--- src/rtl/ring_admit_pkg.sv ---
package ring_admit_pkg;

  // which requester owns the ring port in a cycle
  typedef enum logic [1:0] {
    GK_NONE    = 2'd0,
    GK_TRANSIT = 2'd1,
    GK_ENTER   = 2'd2
  } grant_kind_t;

endpackage

--- src/rtl/ra_admit_check.sv ---
// Combinational fit test for one requester: length sanity plus room,
// with a bubble reserve added when the packet is entering the ring.
module ra_admit_check #(
  parameter int CNT_W   = 4,
  parameter int LEN_W   = 2,
  parameter int MAX_PKT = 2,
  parameter int BUBBLE  = 2
) (
  input  logic [CNT_W-1:0] level,
  input  logic [LEN_W-1:0] len,
  input  logic             entering,
  output logic             ok
);
  localparam int SUM_W = ((CNT_W > LEN_W) ? CNT_W : LEN_W) + 3;

  logic [SUM_W-1:0] need;
  logic [SUM_W-1:0] have;
  logic             len_ok;

  always_comb begin
    have   = SUM_W'(level);
    need   = SUM_W'(len) + (entering ? SUM_W'(BUBBLE) : '0);
    len_ok = (len != '0) && (SUM_W'(len) <= SUM_W'(MAX_PKT));
    ok     = len_ok && (have >= need);
  end
endmodule

--- src/rtl/ra_port_select.sv ---
// Fixed priority: in-transit traffic owns the port whenever it asks.
module ra_port_select
  import ring_admit_pkg::*;
(
  input  logic        tr_req,
  input  logic        tr_ok,
  input  logic        en_req,
  input  logic        en_ok,
  output grant_kind_t kind
);
  always_comb begin
    kind = GK_NONE;
    if (tr_req) begin
      if (tr_ok) kind = GK_TRANSIT;
    end else if (en_req && en_ok) begin
      kind = GK_ENTER;
    end
  end
endmodule

--- src/rtl/ra_credit_ctr.sv ---
// Free-flit level of one downstream VC buffer.
module ra_credit_ctr #(
  parameter int DEPTH = 8,
  parameter int CNT_W = 4
) (
  input  logic             clk,
  input  logic             rst,
  input  logic             take,
  input  logic [CNT_W-1:0] take_amt,
  input  logic             ret,
  output logic [CNT_W-1:0] level
);
  logic [CNT_W-1:0] after_take;
  logic [CNT_W-1:0] nxt;

  always_comb begin
    after_take = take ? (level - take_amt) : level;
    nxt        = after_take;
    if (ret && (after_take < CNT_W'(DEPTH))) nxt = after_take + 1'b1;
  end

  always_ff @(posedge clk) begin
    if (rst) level <= CNT_W'(DEPTH);
    else     level <= nxt;
  end

  assert_no_overflow_R7: assert property (@(posedge clk) disable iff (rst)
    level <= CNT_W'(DEPTH));

  assert_take_fits_R6: assert property (@(posedge clk) disable iff (rst)
    take |-> (take_amt <= level));

  assert_return_step_R7: assert property (@(posedge clk) disable iff (rst)
    (!take && ret && level < CNT_W'(DEPTH)) |=> level == $past(level) + 1'b1);
endmodule

--- src/rtl/ring_admit.sv ---
module ring_admit
  import ring_admit_pkg::*;
#(
  parameter int NUM_VC    = 2,
  parameter int BUF_FLITS = 8,
  parameter int MAX_PKT   = 2,
  parameter int BUBBLE    = MAX_PKT,
  localparam int VC_W  = (NUM_VC > 1) ? $clog2(NUM_VC) : 1,
  localparam int LEN_W = $clog2(MAX_PKT + 1) + 1,
  localparam int CNT_W = $clog2(BUF_FLITS + 1)
) (
  input  logic                    clk,
  input  logic                    rst,
  input  logic                    tr_req,
  input  logic [VC_W-1:0]         tr_vc,
  input  logic [LEN_W-1:0]        tr_len,
  input  logic                    en_req,
  input  logic                    en_turn,
  input  logic [VC_W-1:0]         en_vc,
  input  logic [LEN_W-1:0]        en_len,
  input  logic [NUM_VC-1:0]       cred_ret,
  output logic                    gnt_transit,
  output logic                    gnt_enter,
  output logic                    gnt_turn,
  output logic [VC_W-1:0]         gnt_vc,
  output logic [LEN_W-1:0]        gnt_len,
  output logic [NUM_VC*CNT_W-1:0] credit_lvl
);

  logic [CNT_W-1:0] lvl [NUM_VC];
  logic [CNT_W-1:0] tr_lvl, en_lvl;
  logic             tr_vc_ok, en_vc_ok;
  logic             tr_fit, en_fit;
  grant_kind_t      kind;
  logic [VC_W-1:0]  win_vc;
  logic [LEN_W-1:0] win_len;

  // level seen by each requester
  always_comb begin
    tr_lvl   = '0;
    en_lvl   = '0;
    tr_vc_ok = 1'b0;
    en_vc_ok = 1'b0;
    for (int i = 0; i < NUM_VC; i++) begin
      if (tr_vc == VC_W'(i)) begin tr_lvl = lvl[i]; tr_vc_ok = 1'b1; end
      if (en_vc == VC_W'(i)) begin en_lvl = lvl[i]; en_vc_ok = 1'b1; end
    end
  end

  logic tr_ok_raw, en_ok_raw;

  ra_admit_check #(.CNT_W(CNT_W), .LEN_W(LEN_W), .MAX_PKT(MAX_PKT), .BUBBLE(BUBBLE))
    u_fit_transit (.level(tr_lvl), .len(tr_len), .entering(1'b0), .ok(tr_ok_raw));

  ra_admit_check #(.CNT_W(CNT_W), .LEN_W(LEN_W), .MAX_PKT(MAX_PKT), .BUBBLE(BUBBLE))
    u_fit_enter (.level(en_lvl), .len(en_len), .entering(1'b1), .ok(en_ok_raw));

  assign tr_fit = tr_ok_raw && tr_vc_ok;
  assign en_fit = en_ok_raw && en_vc_ok;

  ra_port_select u_select (
    .tr_req (tr_req),
    .tr_ok  (tr_fit),
    .en_req (en_req),
    .en_ok  (en_fit),
    .kind   (kind)
  );

  always_comb begin
    win_vc  = (kind == GK_TRANSIT) ? tr_vc  : en_vc;
    win_len = (kind == GK_TRANSIT) ? tr_len : en_len;
  end

  // one credit counter per VC
  for (genvar g = 0; g < NUM_VC; g++) begin : g_vc
    logic take_here;
    assign take_here = (kind != GK_NONE) && (win_vc == VC_W'(g));

    ra_credit_ctr #(.DEPTH(BUF_FLITS), .CNT_W(CNT_W)) u_ctr (
      .clk      (clk),
      .rst      (rst),
      .take     (take_here),
      .take_amt (CNT_W'(win_len)),
      .ret      (cred_ret[g]),
      .level    (lvl[g])
    );

    assign credit_lvl[g*CNT_W +: CNT_W] = lvl[g];
  end

  // registered grant outputs, aligned with the counter update
  always_ff @(posedge clk) begin
    if (rst) begin
      gnt_transit <= 1'b0;
      gnt_enter   <= 1'b0;
      gnt_turn    <= 1'b0;
      gnt_vc      <= '0;
      gnt_len     <= '0;
    end else begin
      gnt_transit <= (kind == GK_TRANSIT);
      gnt_enter   <= (kind == GK_ENTER);
      gnt_turn    <= (kind == GK_ENTER) && en_turn;
      gnt_vc      <= win_vc;
      gnt_len     <= (kind == GK_NONE) ? '0 : win_len;
    end
  end

  function automatic int lvl_of(input logic [NUM_VC*CNT_W-1:0] v, input logic [VC_W-1:0] i);
    return int'(v[int'(i)*CNT_W +: CNT_W]);
  endfunction

  assert_one_grant_R5: assert property (@(posedge clk) disable iff (rst)
    $onehot0({gnt_transit, gnt_enter}));

  assert_transit_first_R5: assert property (@(posedge clk) disable iff (rst)
    gnt_enter |-> !$past(tr_req));

  assert_bubble_kept_R3: assert property (@(posedge clk) disable iff (rst)
    gnt_enter |-> lvl_of($past(credit_lvl), gnt_vc) >= int'(gnt_len) + BUBBLE);

  assert_transit_fits_R2: assert property (@(posedge clk) disable iff (rst)
    gnt_transit |-> lvl_of($past(credit_lvl), gnt_vc) >= int'(gnt_len));

  assert_len_sane_R9: assert property (@(posedge clk) disable iff (rst)
    (gnt_transit || gnt_enter) |-> (gnt_len != '0 && int'(gnt_len) <= MAX_PKT));

  assert_turn_only_enter_R4: assert property (@(posedge clk) disable iff (rst)
    gnt_turn |-> gnt_enter);
endmodule

--- config.mk ---
export PLATFORM = sky130hd
export DESIGN_NAME = ring_admit
export DESIGN_NICKNAME = d
export VERILOG_FILES = /design/src/rtl/ring_admit_pkg.sv /design/src/rtl/ra_admit_check.sv /design/src/rtl/ra_port_select.sv /design/src/rtl/ra_credit_ctr.sv /design/src/rtl/ring_admit.sv
export SDC_FILE = /design/constraint.sdc
export NUM_CORES = 1
export LEC_CHECK = 0
export BUFFER_PORTS_ARGS = -buffer_cell sky130_fd_sc_hd__buf_2
export CORE_ASPECT_RATIO = 0.75
export CORE_MARGIN = 2
export CORE_UTILIZATION = 49
export DETAILED_ROUTE_END_ITERATION = 7
export GPL_ROUTABILITY_DRIVEN = 0
export PLACE_DENSITY = 0.83
export SLEW_MARGIN = 5
export SYNTH_ARGS = -nofsm -noshare
export SYNTH_HDL_FRONTEND = slang
export SYNTH_SLANG_ARGS = --single-unit
--- constraint.sdc ---
create_clock -name clk -period 4.3 [get_ports clk]
set_input_delay 0.645 -clock clk [delete_from_list [all_inputs] [get_ports clk]]
set_output_delay 0.645 -clock clk [all_outputs]
set_load 0.02 [all_outputs]
# Word level (Yosys, flattened, before mapping)

Cells that the tools add are included.

Muxes and demuxes: 11
Multiply operators: 0
Order comparisons: 6
Reduce and logical (&&, ||, !) cells: 15
$add $sub $neg: 5
Equality and inequality tests: 2
Shift-type cells: 0
Divide/modulo/power cells: 0
Bitwise gates (word level): 1

Operator list:

| kind                                                                             | count |
|---|---|
| 4-bit two-way mux                                                                | 6 |
| 1-bit logical AND                                                                | 10 |
| 4-bit by 1-bit adder with 4-bit output, second input constant                    | 2 |
| 4-bit < comparator, second input constant                                        | 2 |
| 4-bit by 3-bit subtractor with 4-bit output                                      | 2 |
| 4-bit by 7-bit greater-or-equal comparator with 1-bit output                     | 1 |
| 3-bit by 2-bit less-or-equal comparator with 1-bit output, second input constant | 2 |
| 3-bit nonzero test                                                               | 2 |
| 3-bit by 2-bit adder with 4-bit output, second input constant                    | 1 |
| 4-bit by 3-bit greater-or-equal comparator with 1-bit output                     | 1 |
| 2-bit two-way mux                                                                | 2 |
| 3-bit two-way mux                                                                | 1 |
| 2-bit by 1-bit == test with 1-bit output, second input constant                  | 1 |
| 2-bit == test, second input constant                                             | 1 |
| 2-bit zero test                                                                  | 1 |
| 1-bit two-way mux                                                                | 2 |
| 2-bit nonzero test                                                               | 1 |
| 2-bit OR reduction                                                               | 1 |
| 1-bit inverter                                                                   | 1 |

Bits in registers: 15
Memories: 0
Input port bits: 15
Memory bits (read-only): 0
RAM bits: 0
Bits in latches: 0

# Depth between registers and ports, before layout

Depth after elaboration: 14
Mapped depth: 16

# Hierarchy

Synthesis repeated with hierarchy kept, for this count alone.

Cells, all modules: 166
Area total of the unflattened synthesis: 1468.9 µm²

By module, submodules not included:

| module         | instances | cells an instance | seq. area each (µm²) | area each (µm²) |
|---|---|---|---|---|
| ra_credit_ctr  | 2         | 42                | 80.1                 | 384.1 |
| ring_admit     | 1         | 46                | 140.1                | 414.1 |
| ra_admit_check | 2         | 17                | 0.0                  | 135.1 |
| ra_port_select | 1         | 2                 | 0.0                  | 16.3 |

# Least setup slack after synthesis

OpenSTA, ideal clock, no wires.

Path type: input to register
Start: input port tr_vc
End: register g_vc[1].u_ctr.level[1]
Stages: 13
Arrival time: 4020 ps
Path slack: 159 ps
Path through: clkbuf_1 mux2_2 ha_1 a21oi_1 o21ai_1 o21ai_1 nor2_1 a21oi_1 ha_1 a21o_1 a221oi_2 mux2i_1 mux2_2

Longest elaborated chain between the ends: 12
Elaborated cells on any way between the ends: 16
Those cells by class: add/sub: 2; order compare: 2; eq/ne: 1; mux: 7; reduce/logical: 4

Ends and longest elaborated chain:

| item                                                                                    | line                                  | text |
|---|---|---|
| start: declaration                                                                      | ring_admit.sv:15                      | `input logic [VC_W-1:0] tr_vc,` |
| 4-bit two-way mux                                                                       | ring_admit.sv:45                      | `if (tr_vc == VC_W'(i)) begin tr_lvl = lvl[i]; tr_vc_ok = 1'b1; end` |
| 4-bit by 3-bit greater-or-equal comparator with 1-bit output                            | ra_admit_check.sv:24                  | `ok = len_ok && (have >= need);` |
| 1-bit logical AND                                                                       | ra_admit_check.sv:24                  |  |
| 1-bit two-way mux                                                                       | ra_port_select.sv:14                  | `if (tr_ok) kind = GK_TRANSIT;` |
| 2-bit two-way mux                                                                       | ra_port_select.sv:13                  | `if (tr_req) begin` |
| 2-bit by 1-bit == test with 1-bit output                                                | ring_admit.sv:70, ring_admit.sv:71    |  |
| 3-bit two-way mux / 1-bit two-way mux (equally long branches)                           | ring_admit.sv:71, ring_admit.sv:70    |  |
| 4-bit by 3-bit subtractor with 4-bit output / 1-bit logical AND (equally long branches) | ra_credit_ctr.sv:17, ring_admit.sv:77 |  |
| 4-bit two-way mux *                                                                     | ra_credit_ctr.sv:17                   | `after_take = take ? (level - take_amt) : level;` |
| 4-bit < comparator                                                                      | ra_credit_ctr.sv:19                   | `if (ret && (after_take < CNT_W'(DEPTH))) nxt = after_take + 1'b1;` |
| 1-bit logical AND                                                                       | ra_credit_ctr.sv:19                   |  |
| 4-bit two-way mux *                                                                     | ra_credit_ctr.sv:19                   |  |
| end signal: assignment                                                                  | ra_credit_ctr.sv:23                   | `if (rst) level <= CNT_W'(DEPTH);` |
| end signal: assignment                                                                  | ra_credit_ctr.sv:24                   | `else level <= nxt;` |
| end: declaration                                                                        | ra_credit_ctr.sv:11                   | `output logic [CNT_W-1:0] level` |

Mark *: on every way between the ends. The rest lies on a longest branch, timed or not.
A chain may end at the register's enable or synchronous reset.

# Final worst setup path

Start: input port tr_vc
End: register g_vc[1].u_ctr.level[1]

Longest elaborated chain between the ends: 12
Elaborated cells on any way between the ends: 16
Those cells by class: add/sub: 2; order compare: 2; eq/ne: 1; mux: 7; reduce/logical: 4

Ends and longest elaborated chain:

| item                                                           | line                 | text |
|---|---|---|
| 4-bit two-way mux *                                            | ring_admit.sv:45     |  |
| 4-bit by 3-bit greater-or-equal comparator with 1-bit output * | ra_admit_check.sv:24 |  |
| 1-bit logical AND *                                            | ra_admit_check.sv:24 |  |
| 1-bit two-way mux *                                            | ra_port_select.sv:14 |  |
| 2-bit two-way mux *                                            | ra_port_select.sv:13 |  |
| 2-bit by 1-bit == test with 1-bit output *                     | ring_admit.sv:71     | `win_len = (kind == GK_TRANSIT) ? tr_len : en_len;` |
| 3-bit two-way mux *                                            | ring_admit.sv:71     |  |
| net g_vc[0].u_ctr.take_amt[0]                                  | ra_credit_ctr.sv:9   | `input logic [CNT_W-1:0] take_amt,` |
| 4-bit by 3-bit subtractor with 4-bit output *                  | ra_credit_ctr.sv:17  |  |
| 4-bit two-way mux *                                            | ra_credit_ctr.sv:17  |  |
| 4-bit < comparator                                             | ra_credit_ctr.sv:19  |  |
| 1-bit logical AND                                              | ra_credit_ctr.sv:19  |  |
| 4-bit two-way mux *                                            | ra_credit_ctr.sv:19  |  |

The timed path passes the listed nets; every way through them passes the cells marked *.

==> key figures <==
Setup path
  • Crit path kind: in -> reg
  • Crit path DAT: 4.10 ns
  • Reg2reg setup slack: 0.59 ns
  • Worst Setup End Kind: flop
  • Worst Path Max Fanout: 7
  • Setup crit start kind: primary input
  • Worst EP required: 4.43 ns
  • FF-to-FF End: g_vc[1].u_ctr.level[1]
  • Reg2reg path depth: 14
  • FF-to-FF Start: g_vc[0].u_ctr.level[2]

Synthesis
  • Synth Instances: 166
  • Yosys cell types: 40
  • Yosys top cell by area: dfxtp_1
  • Top_reg_cell synth: dfxtp_1
  • Post-synth top area share: 20.9%
  • EDFF count, synth: 0
  • Synth top area cells: dfxtp_1, ha_1, mux2i_1
  • Mapped cell area: 0.00143 sq mm
  • Sequential area share after synthesis: 20.9%
  • Fraction of registers with async set/reset: 0%
  • Synth Net Count: 200
  • Syn_area_per_cell: 8.64 sq um
  • Synthesized flop and latch total: 15
  • Synth warnings: 0

Clock network
  • Root buf cell: clkbuf_8
  • CTS tree: built
  • Total CTS buffers: 3
  • Setup Fix Bufs, Post-CTS: 0
  • Clk buf depth: 2
  • Cts hold-fix bufs: 0
  • Clock sinks: 15
  • Clock latency reported for the late side of the worst-skew pair: 0.24 ns
  • H-tree levels: 1
  • # resized after CTS: 0
  • Worst-path clk slew: 0.06 ns

Pwr
  • Leakage: 0.000831 uW
  • Max VDD drop: 175 uV
  • PD cells: 261 mW/mm^2

Global routing
  • Pin count of the biggest net entering global routing: 16
  • Vias in the first global route: 1213
  • Global Route Usage Sum: 20.9%
  • GRT overflow: 0
  • First-pass GRT wire length: 5.41 mm
  • Initial antenna violation count: 0

Place
  • DP HPWL: 2.68 mm
  • Dpl ws: 0.120 ns
  • Port Buf Inserts: 29
  • DP Area: 0.00163 sq mm

Drt
  • DR iter-0 viols: 47
  • Initial DRT Pass Iterations: 4
  • DR DRC count: 0
  • Drt wl/cell: 13.9 microns
  • Via/cell ratio: 5.51
  • WL final: 3.23 mm
  • Antenna Nets Post-Route: 0
  • Vias: 1284

Floorplanning
  • Die Footprint: 0.00338 sq mm
  • Ports: 30
  • Core box area: 0.00270 sq mm
  • Num rows: 16
  • Die span in x: 66.5 microns
  • Starting density of the core: 53.1%
  • Die Ht: 50.8 microns

STA
  • RSZ-0062 raised after global routing: false
  • Setup Skew: 0.00321 ns
  • Ratio of final minimum period to clock period: 92.1%
  • Relative slew slack: 63.2%
  • Pins over their slew limit: 0
  • # setup viols final: 0
  • Tmin final: 3.96 ns
  • Final setup margin: 0.338 ns
  • Final Hold Fails: 0
  • Setup_tns: 0 ns
  • Slew @ Worst Pin: 0.547 ns
  • Fmax: 252 MHz
  • Hold slack final: 0.603 ns

Finish
  • Commonest cells after routing, fill and taps aside: buf_2, ha_1, dfxtp_1, mux2i_1
  • Commonest non-fill, non-tap cell in the layout: buf_2
  • Diodes inserted: 0
  • Share of cells above drive strength 1: 24.9%
  • Area delta synth->final: 16.7%
  • Final Cell Area: 0.00167 sq mm
  • Nets: 232

Min path
  • Worst hold endpoint: gnt_turn
  • Hold_sp: en_turn
  • Worst hold path type: in -> reg
  • Hold depth: 2

Flow run
  • Max Cap Violations: 0

Run status
  • Run status: finished, final reports clean
-- registers in the layout, summed over array words and instances, names as in the netlist --
register / cells
gnt_len: 3
g_vc.u_ctr.level: 8
gnt_enter: 1
gnt_turn: 1
gnt_transit: 1
gnt_vc: 1
-- cell families (layout without fill, tap and decap cells) --
logic type,count (synthesis),in the layout,synth area share [%]
adders and majority gates,19,19,17.6
AOI/OAI and AO/OA,30,30,15.6
xor gates and xnor gates,5,5,3.05
buffers and inverters,17,48,4.45
muxes,23,23,16.9
and+or+nand+nor,57,57,21.4
DFF,15,15,20.9
-- synthesized netlist by cell type, drive strengths merged, types with 2 or more instances --
master  instances
clkbuf          5
o21ai           9
xor2            4
and2            3
nand3           8
fa              2
nand2b          4
nor2b           4
a311o           2
mux2i          13
o211ai          2
a221oi          2
nor2           10
mux2           10
a21o            4
nand2          12
inv            12
dfxtp          15
a21oi           6
or3             3
o211a           2
ha             17
nor3            3
nand3b          2
-- through the flow --
stage / util [%] / cells / total power [uW]
global route: 61.9 / 233 / 468
CTS: 61.9 / 233 / 438
global placement: 60.2 / 229 / 319
detailed placement: 60.2 / 229 / 325
floorplan: - / 166 / 279
finish: 61.9 / 233 / 436
-- critical path, stage by stage --
cell     delay (ns)
buf_2          0.16
mux2_2         0.36
ha_1           0.29
a21oi_1        0.14
o21ai_1        0.16
o21ai_1        0.31
mux2_2         0.41
ha_1           0.18
inv_1          0.08
fa_1           0.43
o21ai_0        0.15
nand2_1        0.10
ha_1           0.29
nor2b_1        0.12
mux2_2         0.26
-- how the worst max path moves through the flow --
stage / startpoint / slack, ns / cells past startpoint / endpoint
after floorplan: tr_vc / 0.16 / 13 / g_vc[1].u_ctr.level[1]
after global placement: tr_vc / 0.20 / 15 / g_vc[0].u_ctr.level[1]
after detailed placement: tr_vc / 0.12 / 15 / g_vc[1].u_ctr.level[1]
after CTS: tr_vc / 0.38 / 15 / g_vc[0].u_ctr.level[1]
after global routing: tr_vc / 0.14 / 15 / g_vc[1].u_ctr.level[1]
final: tr_vc / 0.34 / 15 / g_vc[1].u_ctr.level[1]
-- cell type report --
cell class	instances	area, sq um
fillers	238	1030
multi-input cells	134	1070
flip-flops and latches	15	300
repair buffers	32	168
inverters	12	45.0
well taps	36	45.0
clock buffers	4	45.0
-- metal layers --
| metal | up-vias | GRT usage, % | share of wire [%] |
|---|---|---|---|
| li1 | 656 | - | - |
| met1 | 602 | 28.6 | 49 |
| met2 | 24 | 34.8 | 46 |
| met3 | 2 | 4.85 | 5.1 |
| met4 | 0 | 2.04 | 0.49 |
| met5 | - | 0 | 0 |
-- power by group --
part / internal, uW / switching (uW)
sequential: 148 / 14.0
combinational: 73.3 / 87.9
clock: 65.5 / 47.6
No activity file was read; power rests on OpenSTA's default activity.
